`src/rtl/lcd_raster_pkg.sv`:
```
package lcd_raster_pkg;
  // four phases used by both the line and the frame sequencers
  typedef enum logic [1:0] {
    PH_SYNC  = 2'd0,
    PH_LEAD  = 2'd1,
    PH_SHOW  = 2'd2,
    PH_TRAIL = 2'd3
  } phase_e;

  // control -> datapath strobes
  typedef struct packed {
    logic tick;   // pixel period boundary
    logic run;    // scanning active
  } strobe_t;
endpackage

```
`src/rtl/lcd_raster_ctrl.sv`:
```
module lcd_raster_ctrl
  import lcd_raster_pkg::*;
#(
  parameter int DIV_W = 8,
  parameter int ST_W  = 3
) (
  input  logic             clk,
  input  logic             rstN,
  input  logic             enable,
  input  logic [DIV_W-1:0] cfgDiv,
  input  logic             invPclk,
  input  logic [ST_W-1:0]  irqMask,
  input  logic             stClrWr,
  input  logic [ST_W-1:0]  stClrBits,
  input  logic             frameLast,
  output strobe_t          strb,
  output logic             pclk,
  output logic             pclkEn,
  output logic [ST_W-1:0]  status,
  output logic             irq
);
  localparam int CNT_W = DIV_W + 1;

  logic [CNT_W-1:0] divCnt;
  logic [CNT_W-1:0] divTerm;
  logic             tick;
  logic             running;
  logic             sofSet, eofSet, doneSet;
  logic [ST_W-1:0]  stat, setVec, clrVec;

  // divider: one tick every 2*(div+1) clocks
  assign divTerm = {cfgDiv, 1'b1};
  assign tick    = (divCnt >= divTerm);

  always_ff @(posedge clk or negedge rstN) begin
    if (!rstN)     divCnt <= '0;
    else if (tick) divCnt <= '0;
    else           divCnt <= divCnt + CNT_W'(1);
  end

  // second half of the period is the high half of the raw clock
  assign pclk   = (divCnt > {1'b0, cfgDiv}) ^ invPclk;
  assign pclkEn = tick;

  // run / stop sequencing
  assign sofSet  = tick && enable && (!running || frameLast);
  assign eofSet  = tick && running && frameLast;
  assign doneSet = tick && running && frameLast && !enable;

  always_ff @(posedge clk or negedge rstN) begin
    if (!rstN) running <= 1'b0;
    else if (tick) begin
      if (!running && enable)                 running <= 1'b1;
      else if (running && frameLast && !enable) running <= 1'b0;
    end
  end

  assign strb.tick = tick;
  assign strb.run  = running;

  // sticky status, write one to clear, set wins
  assign setVec = {doneSet, eofSet, sofSet};
  assign clrVec = stClrWr ? stClrBits : '0;

  always_ff @(posedge clk or negedge rstN) begin
    if (!rstN) stat <= '0;
    else       stat <= (stat & ~clrVec) | setVec;
  end

  assign status = stat;
  assign irq    = |(stat & ~irqMask);

  // ticks never come back to back
  p_tick_gap_r1: assert property (@(posedge clk) disable iff (!rstN)
    tick |=> !tick);

  // scanning only stops at a frame boundary with enable low
  p_stop_at_frame_r9: assert property (@(posedge clk) disable iff (!rstN)
    $fell(running) |-> $past(frameLast && !enable && tick));

  // a frame-start event leaves its status bit set
  p_sof_sticky_r6: assert property (@(posedge clk) disable iff (!rstN)
    sofSet |=> stat[0]);

  // a clear with no coincident set removes the bit
  p_clear_eof_r7: assert property (@(posedge clk) disable iff (!rstN)
    (stClrWr && stClrBits[1] && !eofSet) |=> !stat[1]);
endmodule

```
`src/rtl/lcd_raster_dp.sv`:
```
module lcd_raster_dp
  import lcd_raster_pkg::*;
#(
  parameter int ACT_W   = 10,
  parameter int SYNC_W  = 6,
  parameter int PORCH_W = 8
) (
  input  logic               clk,
  input  logic               rstN,
  input  strobe_t            strb,
  input  logic [ACT_W-1:0]   cfgActW,
  input  logic [SYNC_W-1:0]  cfgHsyncW,
  input  logic [PORCH_W-1:0] cfgHleadW,
  input  logic [PORCH_W-1:0] cfgHtrailW,
  input  logic [ACT_W-1:0]   cfgActH,
  input  logic [SYNC_W-1:0]  cfgVsyncW,
  input  logic [PORCH_W-1:0] cfgVleadN,
  input  logic [PORCH_W-1:0] cfgVtrailN,
  input  logic               invHsync,
  input  logic               invVsync,
  input  logic               invDe,
  output logic               hsync,
  output logic               vsync,
  output logic               de,
  output logic [ACT_W-1:0]   pixX,
  output logic [ACT_W-1:0]   pixY,
  output logic               frameLast
);
  localparam int MAX_A = (ACT_W > PORCH_W) ? ACT_W : PORCH_W;
  localparam int CNT_W = (MAX_A > SYNC_W) ? MAX_A : SYNC_W;

  phase_e           hPh, vPh;
  logic [CNT_W-1:0] hCnt, vCnt;
  logic             hLast, vLast, lineEnd;
  logic             hsyncAct, vsyncAct, deAct;

  function automatic phase_e hNext(input phase_e p);
    case (p)
      PH_SYNC: hNext = PH_LEAD;
      PH_LEAD: hNext = PH_SHOW;
      PH_SHOW: hNext = PH_TRAIL;
      default: hNext = PH_SYNC;
    endcase
  endfunction

  // literal vertical waits may be zero: skip the phase
  function automatic phase_e vNext(input phase_e p, input logic leadZero,
                                   input logic trailZero);
    case (p)
      PH_SYNC: vNext = leadZero  ? PH_SHOW : PH_LEAD;
      PH_LEAD: vNext = PH_SHOW;
      PH_SHOW: vNext = trailZero ? PH_SYNC : PH_TRAIL;
      default: vNext = PH_SYNC;
    endcase
  endfunction

  always_comb begin
    case (hPh)
      PH_SYNC: hLast = (hCnt == CNT_W'(cfgHsyncW));
      PH_LEAD: hLast = (hCnt == CNT_W'(cfgHleadW));
      PH_SHOW: hLast = (hCnt == CNT_W'(cfgActW));
      default: hLast = (hCnt == CNT_W'(cfgHtrailW));
    endcase
  end

  always_comb begin
    case (vPh)
      PH_SYNC: vLast = (vCnt == CNT_W'(cfgVsyncW));
      PH_LEAD: vLast = (vCnt == CNT_W'(cfgVleadN) - CNT_W'(1));
      PH_SHOW: vLast = (vCnt == CNT_W'(cfgActH));
      default: vLast = (vCnt == CNT_W'(cfgVtrailN) - CNT_W'(1));
    endcase
  end

  assign lineEnd   = (hPh == PH_TRAIL) && hLast;
  assign frameLast = strb.run && lineEnd && vLast &&
                     ((vPh == PH_TRAIL) ||
                      ((vPh == PH_SHOW) && (cfgVtrailN == '0)));

  always_ff @(posedge clk or negedge rstN) begin
    if (!rstN) begin
      hPh <= PH_SYNC; hCnt <= '0;
      vPh <= PH_SYNC; vCnt <= '0;
    end else if (!strb.run) begin
      hPh <= PH_SYNC; hCnt <= '0;
      vPh <= PH_SYNC; vCnt <= '0;
    end else if (strb.tick) begin
      if (hLast) begin
        hCnt <= '0;
        hPh  <= hNext(hPh);
        if (hPh == PH_TRAIL) begin
          if (vLast) begin
            vCnt <= '0;
            vPh  <= vNext(vPh, cfgVleadN == '0, cfgVtrailN == '0);
          end else begin
            vCnt <= vCnt + CNT_W'(1);
          end
        end
      end else begin
        hCnt <= hCnt + CNT_W'(1);
      end
    end
  end

  assign hsyncAct = strb.run && (hPh == PH_SYNC);
  assign vsyncAct = strb.run && (vPh == PH_SYNC);
  assign deAct    = strb.run && (hPh == PH_SHOW) && (vPh == PH_SHOW);

  assign hsync = hsyncAct ^ invHsync;
  assign vsync = vsyncAct ^ invVsync;
  assign de    = deAct ^ invDe;
  assign pixX  = deAct ? hCnt[ACT_W-1:0] : '0;
  assign pixY  = deAct ? vCnt[ACT_W-1:0] : '0;

  // visible column stays inside the programmed width
  p_x_bound_r4: assert property (@(posedge clk) disable iff (!rstN)
    deAct |-> (pixX <= cfgActW));

  // vertical sync changes only on a pixel tick while running
  p_vsync_hold_r3: assert property (@(posedge clk) disable iff (!rstN)
    (strb.run && !strb.tick) |=> $stable(vsyncAct));

  // horizontal counter stays inside its phase length
  p_hsync_bound_r2: assert property (@(posedge clk) disable iff (!rstN)
    (hPh == PH_SYNC) |-> (hCnt <= CNT_W'(cfgHsyncW)));
endmodule

```
`src/rtl/lcd_raster_timer.sv`:
```
module lcd_raster_timer
  import lcd_raster_pkg::*;
#(
  parameter int ACT_W   = 10,
  parameter int SYNC_W  = 6,
  parameter int PORCH_W = 8,
  parameter int DIV_W   = 8
) (
  input  logic               clk,
  input  logic               rstN,
  input  logic               enable,
  input  logic [DIV_W-1:0]   cfgDiv,
  input  logic [ACT_W-1:0]   cfgActW,
  input  logic [SYNC_W-1:0]  cfgHsyncW,
  input  logic [PORCH_W-1:0] cfgHleadW,
  input  logic [PORCH_W-1:0] cfgHtrailW,
  input  logic [ACT_W-1:0]   cfgActH,
  input  logic [SYNC_W-1:0]  cfgVsyncW,
  input  logic [PORCH_W-1:0] cfgVleadN,
  input  logic [PORCH_W-1:0] cfgVtrailN,
  input  logic               invVsync,
  input  logic               invHsync,
  input  logic               invPclk,
  input  logic               invDe,
  input  logic [2:0]         irqMask,
  input  logic               stClrWr,
  input  logic [2:0]         stClrBits,
  output logic               pclk,
  output logic               pclkEn,
  output logic               hsync,
  output logic               vsync,
  output logic               de,
  output logic [ACT_W-1:0]   pixX,
  output logic [ACT_W-1:0]   pixY,
  output logic [2:0]         status,
  output logic               irq
);
  localparam int ST_W = 3;

  strobe_t strb;
  logic    frameLast;

  lcd_raster_ctrl #(.DIV_W(DIV_W), .ST_W(ST_W)) ctrl_i (
    .clk(clk), .rstN(rstN), .enable(enable), .cfgDiv(cfgDiv),
    .invPclk(invPclk), .irqMask(irqMask), .stClrWr(stClrWr),
    .stClrBits(stClrBits), .frameLast(frameLast), .strb(strb),
    .pclk(pclk), .pclkEn(pclkEn), .status(status), .irq(irq)
  );

  lcd_raster_dp #(.ACT_W(ACT_W), .SYNC_W(SYNC_W), .PORCH_W(PORCH_W)) dp_i (
    .clk(clk), .rstN(rstN), .strb(strb),
    .cfgActW(cfgActW), .cfgHsyncW(cfgHsyncW), .cfgHleadW(cfgHleadW),
    .cfgHtrailW(cfgHtrailW), .cfgActH(cfgActH), .cfgVsyncW(cfgVsyncW),
    .cfgVleadN(cfgVleadN), .cfgVtrailN(cfgVtrailN),
    .invHsync(invHsync), .invVsync(invVsync), .invDe(invDe),
    .hsync(hsync), .vsync(vsync), .de(de), .pixX(pixX), .pixY(pixY),
    .frameLast(frameLast)
  );
endmodule

```
`config.mk`:
```
export PLATFORM = sky130hd
export DESIGN_NAME = lcd_raster_timer
export DESIGN_NICKNAME = d
export VERILOG_FILES = /design/src/rtl/lcd_raster_pkg.sv /design/src/rtl/lcd_raster_ctrl.sv /design/src/rtl/lcd_raster_dp.sv /design/src/rtl/lcd_raster_timer.sv
export SDC_FILE = /design/constraint.sdc
export NUM_CORES = 1
export LEC_CHECK = 0
export ABC_AREA = 1
export CAP_MARGIN = 20
export CORE_MARGIN = 3
export CORE_UTILIZATION = 56
export DETAILED_ROUTE_END_ITERATION = 7
export DONT_BUFFER_PORTS = 1
export GPL_ROUTABILITY_DRIVEN = 0
export PLACE_DENSITY = 0.7
export SETUP_SLACK_MARGIN = 0.5
export SLEW_MARGIN = 15
export SYNTH_ARGS = -nofsm -noshare
export SYNTH_HDL_FRONTEND = slang
export SYNTH_SLANG_ARGS = --single-unit
```
`constraint.sdc`:
```
create_clock -name clk -period 3.08 [get_ports clk]
set_clock_uncertainty 0.15 [all_clocks]
set_input_delay 0.462 -clock clk [delete_from_list [all_inputs] [get_ports clk]]
set_output_delay 0.462 -clock clk [all_outputs]
set_load 0.005 [all_outputs]
```
==> impl_metrics.tcl <==
set metrics [dict create \
    worstReg2RegStart "dp_i.hPh[0]" \
    worstPathMaxFanout 10 \
    drv_slew 0 \
    antenna_left 0 \
    ys_ff_latch 37 \
    min_period_over_period_pct 79.3 \
    fin_ws_ns 0.638 \
    arrival_ns 2.47 \
    ys.flop_type "dfrtp_1" \
    synth_edf_count 0 \
    synth.net_count 731 \
    hpwl_um 7830 \
    whs_path_depth 2 \
    pwr-share-seq_pct 33.4 \
    insertion_delay_ns 0.28 \
    leakagePower_nw 2.05 \
    fin_crit_ns 2.44 \
    hold_viol_final 0 \
    vias_per_cell 5.48 \
    route.detailed.drc 0 \
    peakVddDrop_mv 0.432 \
    timing_worst_setup_path_type "flop to flop" \
    vias 3832 \
    max_freq_ghz 0.410 \
    placed_area_mm2 0.00379 \
    hold_path.class "input pin to flop" \
    drive_above_1_share_pct 6.91 \
    clkSinkCount 37 \
    reg2reg_slack_ns 0.64 \
    stdcell_count 699 \
    holdPathEnd "ctrl_i.running" \
    r2r_cells 15 \
    core_area_mm2 0.00639 \
    clk_path_buf_depth 2 \
    design_area_mm2 0.00402 \
    syn-instance-count 620 \
    seq_area_frac_synth_pct 24.8 \
    n_fill_cell 664 \
    maxCapViolCount 0 \
    grt_pass1_wl_um 16000 \
    cts_made_buffers 5 \
    diodes 0 \
    path_clk_slew_ns 0.07 \
    cellPowerDensity_mw_per_mm2 521 \
    rr_endpoint "dp_i.vCnt[6]" \
    grt_max_degree 38 \
    io_buffers 0 \
    wl_per_cell_um 13.9 \
    fin_hold_ws_ns 0.186 \
    die_w_um 87.6 \
    cts_tree "done" \
    fin_nets 733 \
    drt_iter0_drc 137 \
    area_delta_synth_final_pct 7.89 \
    die_y_um 87.6 \
    synthDistinctLibCells 38 \
    synth_area_mm2 0.00373 \
    pwr-share-comb_pct 50.4 \
    startpoint_type "flop" \
    die_area_mm2 0.00767 \
    worstMarginPinSlew_ns 0.572 \
    synthArstFlopShare_pct 100 \
    cts-root-buf "clkbuf_8" \
    first_pass_iters 5 \
    start_util_pct 58.4 \
    rows 29 \
    grt_overflow 0 \
    sw_frac_of_total_pct 44.8 \
    tns_ns 0 \
    io_pins 115 \
    relSlewSlack_pct 61.5 \
    post-place-cells 688 \
    syn_area_per_cell_um2 6.01 \
    antenna_found_initial 0 \
    clkPwrFrac_pct 16.2 \
    switching_power_mw 0.939 \
    wirelength_um 9700 \
    worst_ep_required_time_ns 3.11 \
    post-place-ws_ns 0.431 \
    status "complete, no violations" \
    worstHoldStart "enable" \
    ys_warn_count 0 \
    power.internal_mw 1.16 \
    rsz0062_at_grt "yes" \
    grtUsageTotal_pct 25.6 \
    grt_pass1_vias 3540 \
    htreeDepth 2 \
    end_kind "flop" \
    setup_viol 0 \
]
## worst max-delay path by stage
stage	from	end	slack, ns	cells past startpoint
floorplan	cfgDiv[3]	dp_i.hPh[1]	0.84	13
global placement	dp_i.hPh[0]	dp_i.vCnt[7]	0.49	13
detailed placement	dp_i.hPh[0]	dp_i.vCnt[6]	0.43	13
CTS	ctrl_i.divCnt[6]	pclk	0.55	7
global route	ctrl_i.divCnt[6]	pclk	0.46	7
finish	dp_i.hPh[0]	dp_i.vCnt[6]	0.64	15
## flip-flops by register name, indices dropped and copies added (netlist names)
register        flops
ctrl_i.status       3
ctrl_i.running      1
dp_i.hPh            2
ctrl_i.divCnt       9
dp_i.vPh            2
dp_i.vCnt          10
dp_i.hCnt          10
## power by group through the flow
stage	Combinational (mW)	Sequential, mW	Clock [mW]
after detailed placement	0.950	0.696	0
after CTS	0.971	0.687	0.348
after global routing	1.25	0.720	0.366
final	1.06	0.700	0.339
after global placement	0.930	0.693	0
after floorplan	0.788	0.658	0
## cell usage after synthesis, types with 7 or more instances
| library cell | instances | area share, % |
|---|---|---|
| dfrtp_1 | 37 | 25 |
| inv_1 | 74 | 7.4 |
| nor3_1 | 8 | 1.1 |
| a21oi_1 | 23 | 3.1 |
| inv_2 | 7 | 0.70 |
| ha_1 | 25 | 8.4 |
| xor2_1 | 13 | 3.1 |
| nand2_1 | 216 | 22 |
| nand3_1 | 63 | 8.5 |
| nor2_1 | 65 | 6.5 |
| nand4_1 | 16 | 2.7 |
| o21ai_0 | 21 | 2.8 |
## worst max-delay path, cell delays in order (launching register included)
cell,delay (ns)
dfrtp_2,0.45
inv_2,0.09
ha_4,0.20
clkbuf_4,0.18
a21oi_1,0.14
nand2_1,0.10
nand3_1,0.07
nand2_1,0.06
inv_2,0.04
nand3_1,0.10
nor2_4,0.18
nand3_4,0.12
o21ai_4,0.19
inv_2,0.12
nand2_1,0.08
nand2_1,0.06
## placed cells by master (no fill, tap or decap), types with 5 or more instances in the layout
master and count:
nor2_1 64, o21ai_1 5, ha_1 21, nand3_1 62
nand4_1 16, clkbuf_8 6, xor2_1 13, o21ai_0 21
dfrtp_1 33, nand2_1 215, inv_2 10, buf_4 5
a21oi_1 23, nor3_1 8, inv_1 71
## cell type report
class                   instances  area, µm²  area share [%]
clock buffers                   7       86.3            2.15
inverters                      81        304            7.56
multi-input cells             489       2530            62.9
flip-flops and latches         37        931            23.1
well taps                      77       96.3            2.40
repair buffers                  8       75.1            1.87
## timing repair
item	4_1_cts	5_1_grt
setup endpoints to repair	27	39
gates cloned	0	0
buffers inserted	0	2
hold buffers	2	0
gates resized for setup	3	22
endpoints found under the hold margin	37	0
## per-layer routing
layer	wire (µm)	up-vias	global-route usage, %
met4	82	0	5.30
met3	624	10	4.89
met2	4860	117	45.1
met5	0	-	0
met1	4130	1718	32.7
li1	-	1987	-
## cell families (layout without fill, tap and decap cells)
logic type,count (synthesis),count (layout),share of synthesized area (%)
xor gates and xnor gates,17,17,3.99
AOI/OAI and AO/OA,59,59,8.69
DFF,37,37,24.8
buffers and inverters,94,96,9.87
adders and majority gates,25,25,8.39
and+or+nand+nor,388,388,44.2
## metrics by stage
step / total power, mW / util (%)
5_1_grt: 2.33 / 63.0
3_5_place_dp: 1.65 / 59.4
4_1_cts: 2.01 / 61.3
2_1_floorplan: 1.45 / -
6_report: 2.10 / 63.0
3_3_place_gp: 1.62 / 59.4
No activity file was read; power rests on OpenSTA's default activity.
